===== src/rtl/evc_pkg.sv =====
package evc_pkg;

    typedef enum logic [2:0] {
        ADR_SEL  = 3'd0,
        ADR_CTRL = 3'd1,
        ADR_MODE = 3'd2,
        ADR_PID  = 3'd3,
        ADR_CNT  = 3'd4
    } evc_addr_e;

    typedef struct packed {
        logic pid_en;
        logic kern;
        logic user;
    } evc_mode_t;

    localparam evc_mode_t MODE_RST = '{pid_en: 1'b0, kern: 1'b1, user: 1'b1};

    localparam int CTRL_START   = 0;
    localparam int CTRL_STOP    = 1;
    localparam int CTRL_CLRLOST = 2;

    function automatic logic priv_allows(evc_mode_t m, logic kernel);
        return kernel ? m.kern : m.user;
    endfunction

endpackage


===== src/rtl/evc_regs.sv =====
module evc_regs
    import evc_pkg::*;
#(
    parameter int SEL_W  = 3,
    parameter int PID_W  = 8,
    parameter int DATA_W = 16
) (
    input  logic              clk,
    input  logic              rst,
    input  logic              wr_en,
    input  logic [2:0]        wr_addr,
    input  logic [DATA_W-1:0] wr_data,
    output logic [SEL_W-1:0]  sel,
    output evc_mode_t         mode,
    output logic [PID_W-1:0]  pid,
    output logic              run,
    output logic              lost_clr,
    output logic              cnt_wr
);
    logic ctrl_wr;

    assign ctrl_wr  = wr_en && (wr_addr == ADR_CTRL);
    assign cnt_wr   = wr_en && (wr_addr == ADR_CNT);
    assign lost_clr = ctrl_wr && wr_data[CTRL_CLRLOST];

    always_ff @(posedge clk) begin
        if (rst) begin
            sel  <= '0;
            mode <= MODE_RST;
            pid  <= '0;
            run  <= 1'b0;
        end else if (wr_en) begin
            case (wr_addr)
                ADR_SEL:  sel  <= wr_data[SEL_W-1:0];
                ADR_MODE: mode <= evc_mode_t'(wr_data[2:0]);
                ADR_PID:  pid  <= wr_data[PID_W-1:0];
                ADR_CTRL: begin
                    if (wr_data[CTRL_STOP])
                        run <= 1'b0;
                    else if (wr_data[CTRL_START])
                        run <= 1'b1;
                end
                default: ;
            endcase
        end
    end

    AST_STOP_WINS: assert property (@(posedge clk) disable iff (rst)
        (ctrl_wr && wr_data[CTRL_STOP]) |=> !run);
    AST_START_RUNS: assert property (@(posedge clk) disable iff (rst)
        (ctrl_wr && wr_data[CTRL_START] && !wr_data[CTRL_STOP]) |=> run);

endmodule


===== src/rtl/evc_qual.sv =====
module evc_qual
    import evc_pkg::*;
#(
    parameter int NUM_EVENTS = 8,
    parameter int SEL_W      = 3,
    parameter int PID_W      = 8
) (
    input  logic [NUM_EVENTS-1:0] events,
    input  logic [SEL_W-1:0]      sel,
    input  evc_mode_t             mode,
    input  logic [PID_W-1:0]      pid,
    input  logic                  run,
    input  logic                  priv_kernel,
    input  logic [PID_W-1:0]      cur_pid,
    output logic                  inc
);
    logic picked;
    logic pid_ok;

    always_comb begin
        picked = 1'b0;
        for (int i = 0; i < NUM_EVENTS; i++)
            if (sel == SEL_W'(i))
                picked = events[i];
    end

    assign pid_ok = !mode.pid_en || (cur_pid == pid);
    assign inc    = run && picked && priv_allows(mode, priv_kernel) && pid_ok;

endmodule


===== src/rtl/evc_core.sv =====
module evc_core #(
    parameter int CNT_W = 16
) (
    input  logic             clk,
    input  logic             rst,
    input  logic             inc,
    input  logic             cnt_wr,
    input  logic [CNT_W-1:0] cnt_wdata,
    input  logic             irq_ack,
    input  logic             lost_clr,
    output logic [CNT_W-1:0] count,
    output logic             irq,
    output logic             lost
);
    localparam logic [CNT_W-1:0] CNT_MAX = '1;

    logic wrap;

    assign wrap = inc && !cnt_wr && (count == CNT_MAX);

    always_ff @(posedge clk) begin
        if (rst) begin
            count <= '0;
            irq   <= 1'b0;
            lost  <= 1'b0;
        end else begin
            if (cnt_wr)
                count <= cnt_wdata;
            else if (inc)
                count <= count + 1'b1;

            if (wrap)
                irq <= 1'b1;
            else if (irq_ack)
                irq <= 1'b0;

            if (lost_clr)
                lost <= 1'b0;
            else if (wrap && irq && !irq_ack)
                lost <= 1'b1;
        end
    end

    AST_WRITE_WINS: assert property (@(posedge clk) disable iff (rst)
        cnt_wr |=> (count == $past(cnt_wdata)));
    AST_STEP_ONE: assert property (@(posedge clk) disable iff (rst)
        (inc && !cnt_wr) |=> (count == $past(count) + 1'b1));
    AST_HOLD_IDLE: assert property (@(posedge clk) disable iff (rst)
        (!inc && !cnt_wr) |=> $stable(count));
    AST_IRQ_ON_WRAP: assert property (@(posedge clk) disable iff (rst)
        (inc && !cnt_wr && count == CNT_MAX) |=> (irq && count == '0));
    AST_IRQ_HELD: assert property (@(posedge clk) disable iff (rst)
        (irq && !irq_ack) |=> irq);
    AST_LOST_STICKY: assert property (@(posedge clk) disable iff (rst)
        (lost && !lost_clr) |=> lost);

endmodule


===== src/rtl/evc_top.sv =====
module evc_top
    import evc_pkg::*;
#(
    parameter int NUM_EVENTS = 8,
    parameter int CNT_W      = 16,
    parameter int PID_W      = 8
) (
    input  logic                  clk,
    input  logic                  rst,
    input  logic                  wr_en,
    input  logic [2:0]            wr_addr,
    input  logic [CNT_W-1:0]      wr_data,
    input  logic [2:0]            rd_addr,
    output logic [CNT_W-1:0]      rd_data,
    input  logic [NUM_EVENTS-1:0] events,
    input  logic                  priv_kernel,
    input  logic [PID_W-1:0]      cur_pid,
    input  logic                  irq_ack,
    output logic                  irq
);
    localparam int SEL_W = (NUM_EVENTS > 1) ? $clog2(NUM_EVENTS) : 1;

    logic [SEL_W-1:0] sel;
    evc_mode_t        mode;
    logic [PID_W-1:0] pid;
    logic             run;
    logic             lost_clr;
    logic             cnt_wr;
    logic             inc;
    logic [CNT_W-1:0] count;
    logic             lost;

    evc_regs #(.SEL_W(SEL_W), .PID_W(PID_W), .DATA_W(CNT_W)) u_regs (
        .clk(clk), .rst(rst), .wr_en(wr_en), .wr_addr(wr_addr),
        .wr_data(wr_data), .sel(sel), .mode(mode), .pid(pid),
        .run(run), .lost_clr(lost_clr), .cnt_wr(cnt_wr)
    );

    evc_qual #(.NUM_EVENTS(NUM_EVENTS), .SEL_W(SEL_W), .PID_W(PID_W)) u_qual (
        .events(events), .sel(sel), .mode(mode), .pid(pid), .run(run),
        .priv_kernel(priv_kernel), .cur_pid(cur_pid), .inc(inc)
    );

    evc_core #(.CNT_W(CNT_W)) u_core (
        .clk(clk), .rst(rst), .inc(inc), .cnt_wr(cnt_wr),
        .cnt_wdata(wr_data), .irq_ack(irq_ack), .lost_clr(lost_clr),
        .count(count), .irq(irq), .lost(lost)
    );

    always_comb begin
        rd_data = '0;
        case (rd_addr)
            ADR_SEL:  rd_data[SEL_W-1:0] = sel;
            ADR_CTRL: rd_data[2:0]       = {lost, irq, run};
            ADR_MODE: rd_data[2:0]       = mode;
            ADR_PID:  rd_data[PID_W-1:0] = pid;
            ADR_CNT:  rd_data            = count;
            default:  rd_data            = '0;
        endcase
    end

    AST_STOPPED_NO_COUNT: assert property (@(posedge clk) disable iff (rst)
        (!run && !cnt_wr) |=> $stable(count));

endmodule


===== config.mk =====
export PLATFORM = sky130hd
export DESIGN_NAME = evc_top
export DESIGN_NICKNAME = d
export VERILOG_FILES = /design/src/rtl/evc_pkg.sv /design/src/rtl/evc_regs.sv /design/src/rtl/evc_qual.sv /design/src/rtl/evc_core.sv /design/src/rtl/evc_top.sv
export SDC_FILE = /design/constraint.sdc
export NUM_CORES = 1
export LEC_CHECK = 0
export BUFFER_PORTS_ARGS = -buffer_cell sky130_fd_sc_hd__buf_2
export CAP_MARGIN = 20
export CORE_ASPECT_RATIO = 1.2
export CORE_MARGIN = 8
export CORE_UTILIZATION = 25
export DETAILED_ROUTE_END_ITERATION = 6
export PLACE_DENSITY = 0.41
export SYNTH_ARGS = -nofsm -noshare
export SYNTH_HDL_FRONTEND = slang
export SYNTH_SLANG_ARGS = --single-unit

===== constraint.sdc =====
create_clock -name clk -period 2.2 [get_ports clk]
set_input_delay 0.33 -clock clk [delete_from_list [all_inputs] [get_ports clk]]
set_output_delay 0.33 -clock clk [all_outputs]
set_load 0.02 [all_outputs]

==> results of run 1 <==
-- cell usage after synthesis (2+ instances only) --
master,instances
dfxtp_1,33
or4_1,7
nand2_1,35
nand3_1,7
nand4_1,12
clkbuf_1,13
a21oi_1,15
buf_1,2
a21o_1,2
nand3b_1,4
mux2i_1,10
a311oi_1,9
o311a_1,2
buf_4,3
or3_1,2
nor4_1,4
a22o_1,5
and2_1,10
nor2b_1,6
nor3_1,8
nand2b_1,3
o31ai_1,4
and3_1,5
a31oi_1,2
xnor2_1,8
inv_1,4
nor2_1,32
nor3b_1,4
a211o_1,3
o21ai_0,8
nand4b_1,2
o211ai_1,3
-- metrics by stage --
| step | utilization [%] | hold WS, ns | total power, W | area (sq um) |
|---|---|---|---|---|
| floorplan | - | 0.427 | 0.000780 | 2240 |
| global route | 31.2 | 0.296 | 0.00140 | 2780 |
| detailed placement | 30.3 | 0.479 | 0.000882 | 2690 |
| finish | 31.2 | 0.293 | 0.00134 | 2780 |
| CTS | 31.2 | 0.291 | 0.00135 | 2780 |
| global placement | 30.3 | 0.479 | 0.000883 | 2690 |
-- sequential cells by signal (all words and copies together) (netlist names) --
signal        flops
u_regs.pid        8
u_core.count     16
u_regs.mode       3
u_regs.run        1
u_core.irq        1
u_regs.sel        3
u_core.lost       1
-- critical path, delay by kind of cell (launching register included) --
kind | cells | cell delay [ns]
AND/OR/NAND/NOR | 2 | 0.75
AO/OA/AOI/OAI | 2 | 0.46
flip-flops | 1 | 0.47
multiplexers | 1 | 0.22
-- layer usage --
metal	GRT usage [%]	vias to the layer above
met5	0	-
met4	4.51	0
met3	2.49	9
met2	21.7	56
met1	16.2	1086
li1	-	1170
-- logic make-up (layout without fill, tap and decap cells) --
logic type	after synthesis	count (layout)
simple gates	146	146
xor+xnor	8	8
fa+ha+maj	1	1
compound gates	61	61
flops	33	33
buf+inv	23	82
mux	14	14
-- placed cells by master (no fill, tap or decap), drive strengths merged, types with 3 or more instances in the layout --
cell     n
a211o    3
a21oi   15
a22o     5
a311oi   9
and2    10
and3     5
buf     70
clkbuf   6
dfxtp   33
inv      4
mux2     3
mux2i   10
nand2   35
nand2b   3
nand3    8
nand3b   4
nand4   12
nor2    32
nor2b    6
nor3     8
nor3b    4
nor4     4
o211ai   3
o21ai    9
o311a    3
o31ai    4
or4      7
xnor2    8
-- final cells by class --
cell class	instances	area (sq um)
inverters	4	15.0
fillers	988	6110
clock inverters	2	10.0
repair buffers	70	390
well taps	120	150
multi-input cells	230	1480
flip-flops and latches	33	661
clock buffers	6	72.6
-- power by group through the flow --
| stage | sequential, W | clock (W) | combinational (W) |
|---|---|---|---|
| 6_report | 0.000655 | 0.000470 | 0.000212 |
| 5_1_grt | 0.000659 | 0.000506 | 0.000234 |
| 4_1_cts | 0.000654 | 0.000483 | 0.000215 |
| 3_5_place_dp | 0.000668 | 0 | 0.000214 |
| 3_3_place_gp | 0.000669 | 0 | 0.000214 |
| 2_1_floorplan | 0.000658 | 0 | 0.000122 |
-- worst max-delay path by stage --
stage	start	endpoint	slack, ns	cells past startpoint
2_1_floorplan	rd_addr[1]	rd_data[1]	0.37	6
3_3_place_gp	cur_pid[4]	u_core.lost	0.17	6
3_5_place_dp	cur_pid[4]	u_core.count[8]	0.17	6
4_1_cts	u_regs.sel[2]	u_core.count[8]	0.22	5
5_1_grt	u_regs.pid[3]	u_core.count[8]	0.02	5
6_report	u_regs.sel[2]	u_core.count[8]	0.20	5
==> flow_summary.toml, run 1 <==
[timing]
skew_ns = 0.00735
rsz0062_at_grt = "false"
fin_setup_tns_ns = 0
hold_viol = 0
maxSlewViolCount = 0
setup_ws_ns = 0.200
max_freq_mhz = 500
fin_crit_sh_pct = 90.9
timing.slew.headroom_pct = 61.4
final-setup-viol-count = 0
min_period_ns = 2.00
tightest_slew_ns = 0.579

[synth]
yosysWarnings = 0
ys_ff_latch = 33
ys_types = 51
synthAdderAreaFrac_pct = 0.558
synth_area_leader_cell = "dfxtp_1"
synth.area.top_cells = "dfxtp_1 (29%), nand2_1 (5.9%), nor2_1 (5.4%)"
synth_compound_area_share_pct = 20.4
synthFlopType = "dfxtp_1"
synth_async_sr_flop_share_pct = 0
netlist_area_sq_um = 2240
synth-edff-count = 0
synth_xor_area_share_pct = 3.12
syn_inst = 286
synth-seq-area-share_pct = 29.4
yosys-mux-area-fraction_pct = 7.14
synthesis.nets = 330
syn_avg_cell_area_sq_um = 7.84
synth_top_family_by_area = "simple AND/OR/NAND/NOR gates"
synth_top_area_share_pct = 29.4
synth_simple_gate_area_share_pct = 34.7

[routing]
routed_wl_mm = 7.93
m1WireLength_mm = 3.50
via_per_inst = 4.99
wl_per_cell_um = 17.0
drc_errors = 0
drt_iter0_drc = 93
top_layer = "met4"
vias = 2321
dr_wl_met3_um = 442
dr.pass1.iters = 4
antenna_left = 0
routed-wl-met2_mm = 3.86

[critical_path]
reg2regPathDepth = 5
crit_type = "reg2reg"
r2r_end = "u_core.count[8]"
cp.required_ns = 2.40
worst_setup_path_end_kind = "register"
r2r_setup_slack_ns = 0.20
crit_arrival_ns = 2.20
critical_path.slowest_cell = "or4_1"
path_cells = "mux2_4 -> a2bb2oi_4 -> nand3_4 -> or4_1 -> a311oi_1"
r2r-start = "u_regs.sel[2]"
cp-start-kind = "register"
cp_max_fo = 17
max_stage_delay_ns = 0.55

[layout]
final_cells = 465
nNetsFinal = 388
area_delta_synth_final_pct = 23.8
drive_gt1_share_pct = 24.3
antenna_cells = 0

[flow_run]
maxCapViolCount = 0

[cts]
post_cts_buffers = 0
path_clk_slew_ns = 0.08
cts_root_buf = "clkbuf_8"
cts_hold_buf = 0
cts_resized = 0
cts_made_buffers = 5
cts_max_level = 2
clock-sinks = 33
clk_path_buf_depth = 2
clk_latency_ns = 0.29
cts_tree = "yes"

[die]
ioPinCount = 60
placementRows = 38
die_x_um = 102
initial_core_util_pct = 25.2
dieArea_sq_um = 12300
die_y_um = 120
coreArea_sq_um = 8890

[pwr]
power.share.sequential_pct = 49.0
ir_drop_uv = 208
p_int_w = 0.000941
p_sw_w = 0.000397
powerDensity_nw_per_um2 = 482
power_frac_comb_pct = 15.9
pwr-share-clk_pct = 35.2
switching_share_pct = 29.7
p_leak_nw = 1.07

[global_route]
overflow = 0
grt_pass1_vias = 2432
grtUsageTotal_pct = 13.0
grt_first_pass_wirelength_mm = 12.6
grt_start_max_net_pins = 29
antenna_found_initial = 0

[place]
hpwl_mm = 5.91
place_ws_ns = 0.169
dp_cells = 457
gp_congestion = 0.778
port_buffers = 59

[outcome]
status = "completed"

[worst_hold_path]
hp-class = "in2reg"
holdPathEnd = "u_regs.pid[4]"
hold_start = "wr_data[4]"
min_path_cells = 3
(Power assumes the default switching activity.)
==> run 2, diff against run 1 <==
Settings changed: RECOVER_POWER from default to 100.
==> run 2 against run 1 <==
  * Highest routed layer unchanged
  * Via count grew 0.60%
  * Cell count is the same
  * Setup slack gained 0.011 ns
  * Die area is the same
  * Design area shrank 0.86%
==> flow_summary.toml, run 2 (synthesized netlist as in run 1, its figures left out) <==
[outcome]
status = "completed"

[layout]
reg_top3 = "u_core.count: 16 flops, u_regs.pid: 8 flops"
antenna_cells = 0
area_delta_synth_final_pct = 22.7
final_cells = 465
most-common-layout-cells = "buf_2 (45), nand2_1 (35), dfxtp_1 (33)"
top_register = "u_core.count"
largest_register_ffs = 16
fill_cells = 999
nNetsFinal = 388
drive_gt1_share_pct = 20.0
layout_commonest_cell = "buf_2"

[critical_path]
crit_type = "reg2reg"
r2r_setup_slack_ns = 0.21
reg2regPathDepth = 5
worst_setup_path_end_kind = "register"
max_stage_delay_ns = 0.55
cp-start-kind = "register"
r2r_end = "u_core.count[8]"
crit_family = "simple AND/OR/NAND/NOR gates"
crit_arrival_ns = 2.19
crit_buf_inv = 0
r2r-start = "u_regs.sel[2]"
critical_path.slowest_cell = "or4_1"
cp_max_fo = 17
path_cells = "mux2_4 -> a2bb2oi_4 -> nand3_4 -> or4_1 -> a311oi_1"
cp.required_ns = 2.40

[pwr]
p_sw_w = 0.000394
ir_drop_uv = 207
p_leak_nw = 1.00
switching_share_pct = 29.6
p_int_w = 0.000938
power_frac_comb_pct = 15.8
pwr-share-clk_pct = 35.1
powerDensity_nw_per_um2 = 484
power.share.sequential_pct = 49.1

[cts]
cts_resized = 0
path_clk_slew_ns = 0.08
cts_hold_buf = 0
cts_tree = "yes"
clk_latency_ns = 0.29
post_cts_buffers = 0
clk_path_buf_depth = 2
cts_made_buffers = 5
cts_root_buf = "clkbuf_8"
cts_max_level = 2
clock-sinks = 33

[timing]
maxSlewViolCount = 0
max_freq_mhz = 503
skew_ns = 0.00792
fin_crit_sh_pct = 90.4
tightest_slew_ns = 0.576
rsz0062_at_grt = "false"
timing.slew.headroom_pct = 61.5
hold_viol = 0
min_period_ns = 1.99
fin_setup_tns_ns = 0
final-setup-viol-count = 0

[routing]
routed_wl_mm = 7.94
drc_errors = 0
antenna_left = 0
dr.pass1.iters = 4
vias = 2335
via_per_inst = 5.02
wl_per_cell_um = 17.1
drt_iter0_drc = 92

[place]
gp_congestion = 0.778
port_buffers = 59
hpwl_mm = 5.91
dp_cells = 457

[die]
ioPinCount = 60
placementRows = 38
initial_core_util_pct = 25.2
dieArea_sq_um = 12300
coreArea_sq_um = 8890
die_y_um = 120
die_x_um = 102

[global_route]
grt_pass1_vias = 2432
grt_start_max_net_pins = 29
grtUsageTotal_pct = 13.0
overflow = 0
grt_first_pass_wirelength_mm = 12.6
antenna_found_initial = 0

[worst_hold_path]
hp-class = "in2reg"
hold_start = "wr_data[4]"
holdPathEnd = "u_regs.pid[4]"
min_path_cells = 3

[flow_run]
maxCapViolCount = 0
run 2: cell count changes in the layout (fill, tap and decap cells not counted), sizes merged:
cell    change
clkbuf     +16
buf        -16
run 2: cell type report:
type | instances | area (sq um) | share of cell area [%]
Sequential cell | 33 | 661 | 24.0
Multi-Input combinational cell | 230 | 1480 | 53.7
Clock buffer | 6 | 72.6 | 2.64
Inverter | 4 | 15.0 | 0.545
Tap cell | 120 | 150 | 5.45
Timing Repair Buffer | 70 | 367 | 13.3
Clock inverter | 2 | 10.0 | 0.364
run 2: worst min-delay path, delay by kind of cell:
family / cells / cell delay [ns]
AO/OA/AOI/OAI: 1 / 0.05
buffers and inverters: 1 / 0.11
AND/OR/NAND/NOR: 1 / 0.05
run 2: worst max-delay path by stage:
stage                             start         endpoint  slack, ns  cells past startpoint
after global routing      u_regs.pid[3]  u_core.count[8]       0.02                      5
after global placement       cur_pid[4]      u_core.lost       0.17                      6
final                     u_regs.sel[2]  u_core.count[8]       0.21                      5
after CTS                 u_regs.sel[2]  u_core.count[8]       0.22                      5
after floorplan              rd_addr[1]       rd_data[1]       0.37                      6
after detailed placement     cur_pid[4]  u_core.count[8]       0.17                      6
run 2: metal layers:
layer  routed length [um]  share of wire, %  up-vias  GRT usage (%)
li1                     -                 -     1176              -
met1                 3520                44     1099           16.2
met2                 3860                49       51           21.7
met3                  428               5.4        9           2.49
met4                  130               1.6        0           4.51
met5                    0                 0        -              0
run 2: through the flow:
stage	total power (W)	cell area [sq um]	util, %	hold slack [ns]	setup slack, ns
6_report	0.00133	2750	31.0	0.293	0.211
3_5_place_dp	0.000882	2690	30.3	0.479	0.169
5_1_grt	0.00140	2750	31.0	0.296	0.0220
3_3_place_gp	0.000883	2690	30.3	0.479	0.170
2_1_floorplan	0.000780	2240	-	0.427	0.370
4_1_cts	0.00135	2780	31.2	0.291	0.218
run 2: power groups by stage:
stage	Sequential, W	Clock, W	Combinational (W)
floorplan	0.000658	0	0.000122
finish	0.000655	0.000467	0.000210
detailed placement	0.000668	0	0.000214
global placement	0.000669	0	0.000214
global route	0.000659	0.000506	0.000232
CTS	0.000654	0.000483	0.000215
==> run 3, diff against run 2 <==
Settings changed: BUFFER_PORTS_ARGS -buffer_cell sky130_fd_sc_hd__buf_2 to default, DONT_BUFFER_PORTS from default to 1, PLACE_DENSITY 0.41 to 0.35.
==> run 3 against run 2 <==
  * Sequential power barely moved
  * Clock power is essentially flat
  * Combinational power fell by 31%
  * Wire length grew 0.74%
  * Die area unchanged
  * First-iteration DRC count grew 17%
  * Setup slack worse by 0.029 ns
  * Global-route usage increased by 0.12 points
  * Non-clock buffer count down 52
  * Worst hold slack got worse by 0.18 ns
  * Highest routed layer unchanged
==> flow_summary.toml, run 3 (synthesized netlist as in run 1, its figures left out) <==
[outcome]
status = "completed"

[critical_path]
crit_start = "u_regs.sel[2]"
r2r_setup_slack_ns = 0.18
path_cells = "mux2_4 -> a2bb2oi_4 -> nand3_4 -> or4_1 -> a311oi_1"
crit_type = "reg2reg"
path_depth = 5
max_stage_delay_ns = 0.55
worst_setup_path_end_kind = "register"
critical_path.slowest_cell = "or4_1"
cp.required_ns = 2.39
cp_max_fo = 17
worstSetupEndpoint = "u_core.count[10]"
r2r_end = "u_core.count[10]"
cp-start-kind = "register"
crit_buf_inv = 0
r2r-start = "u_regs.sel[2]"
crit_family = "simple AND/OR/NAND/NOR gates"
reg2regPathDepth = 5
crit_arrival_ns = 2.21

[cts]
cts_resized = 0
clk_path_buf_depth = 2
cts_made_buffers = 5
path_clk_slew_ns = 0.08
clk_latency_ns = 0.29
cts_hold_buf = 0
cts_tree = "yes"
cts_root_buf = "clkbuf_8"
clock-sinks = 33
post_cts_buffers = 0
cts_max_level = 2

[global_route]
overflow = 0
grt_first_pass_wirelength_mm = 12.4
grtUsageTotal_pct = 13.1
antenna_found_initial = 0
grt_start_max_net_pins = 38
grt_pass1_vias = 2230

[routing]
routed_wl_mm = 7.99
wl_per_cell_um = 19.4
drc_errors = 0
drt_iter0_drc = 108
vias = 2132
via_per_inst = 5.16
antenna_left = 0
dr.pass1.iters = 4

[place]
gp_congestion = 0.714
hpwl_mm = 5.95
place_ws_ns = 0.205
port_buffers = 0
dp_cells = 405

[timing]
rsz0062_at_grt = "false"
skew_ns = 0.00713
fin_setup_tns_ns = 0
min_period_ns = 2.02
max_freq_mhz = 495
final-setup-viol-count = 0
fin_crit_sh_pct = 91.7
tightest_slew_ns = 0.649
timing.slew.headroom_pct = 56.6
maxSlewViolCount = 0
hold_viol = 0
setup_ws_ns = 0.182

[die]
die_x_um = 102
initial_core_util_pct = 25.2
coreArea_sq_um = 8890
ioPinCount = 60
placementRows = 38
dieArea_sq_um = 12300
die_y_um = 120

[layout]
nNetsFinal = 336
final_cells = 413
reg_top3 = "u_core.count: 16 flops, u_regs.pid: 8 flops"
area_delta_synth_final_pct = 12.1
largest_register_ffs = 16
antenna_cells = 0
layout_commonest_cell = "nand2_1"
drive_gt1_share_pct = 9.22
most-common-layout-cells = "nand2_1 (35), dfxtp_1 (33), nor2_1 (32)"
top_register = "u_core.count"

[flow_run]
maxCapViolCount = 0

[worst_hold_path]
hp-class = "in2reg"

[pwr]
ir_drop_uv = 185
p_leak_nw = 0.820
powerDensity_nw_per_um2 = 503
[run 3: changes by cell type in the layout (fill, tap and decap cells not counted), sizes merged]
| cell | delta |
|---|---|
| buf | -41 |
| clkbuf | -11 |
[run 3: cell type report]
cell class	instances	area, sq um
fill	1014	6380
timing repair buffer	18	129
clock inverter	2	10.0
inverter	4	15.0
multi-input combinational	230	1480
clock buffer	6	72.6
sequential	33	661
tap	120	150
[run 3: through the flow]
step	hold WS (ns)	utilization (%)	total power (W)	area [sq um]
detailed placement	0.410	27.6	0.000816	2450
floorplan	0.427	-	0.000780	2240
finish	0.109	28.3	0.00126	2510
global placement	0.407	27.6	0.000816	2450
global route	0.0929	28.3	0.00133	2510
CTS	0.0996	28.5	0.00129	2530
[run 3: worst min-delay path by stage]
stage / start / endpoint / slack [ns] / cells after the start
2_1_floorplan: wr_data[1] / u_regs.run / 0.43 / 1
3_3_place_gp: rst / u_regs.pid[3] / 0.41 / 1
3_5_place_dp: rst / u_regs.pid[7] / 0.41 / 1
4_1_cts: rst / u_regs.pid[7] / 0.1 / 1
5_1_grt: rst / u_regs.pid[7] / 0.09 / 1
6_report: rst / u_regs.pid[1] / 0.11 / 1
[run 3: per-layer routing]
metal | share of wire (%) | track usage [%]
met5 | 0 | 0
met1 | 46 | 16.6
met3 | 6.0 | 3.59
met2 | 48 | 21.6
met4 | 0.75 | 2.76
[run 3: worst reg2reg max path: stages, from the launching register on]
cell and delay, ns:
dfxtp_1 0.49, mux2_4 0.23, a2bb2oi_4 0.19, nand3_4 0.19, or4_1 0.55, a311oi_1 0.28
[run 3: power by group]
group          switching (W)  internal [W]
sequential         0.0000310      0.000623
clock               0.000247      0.000220
combinational      0.0000752     0.0000686
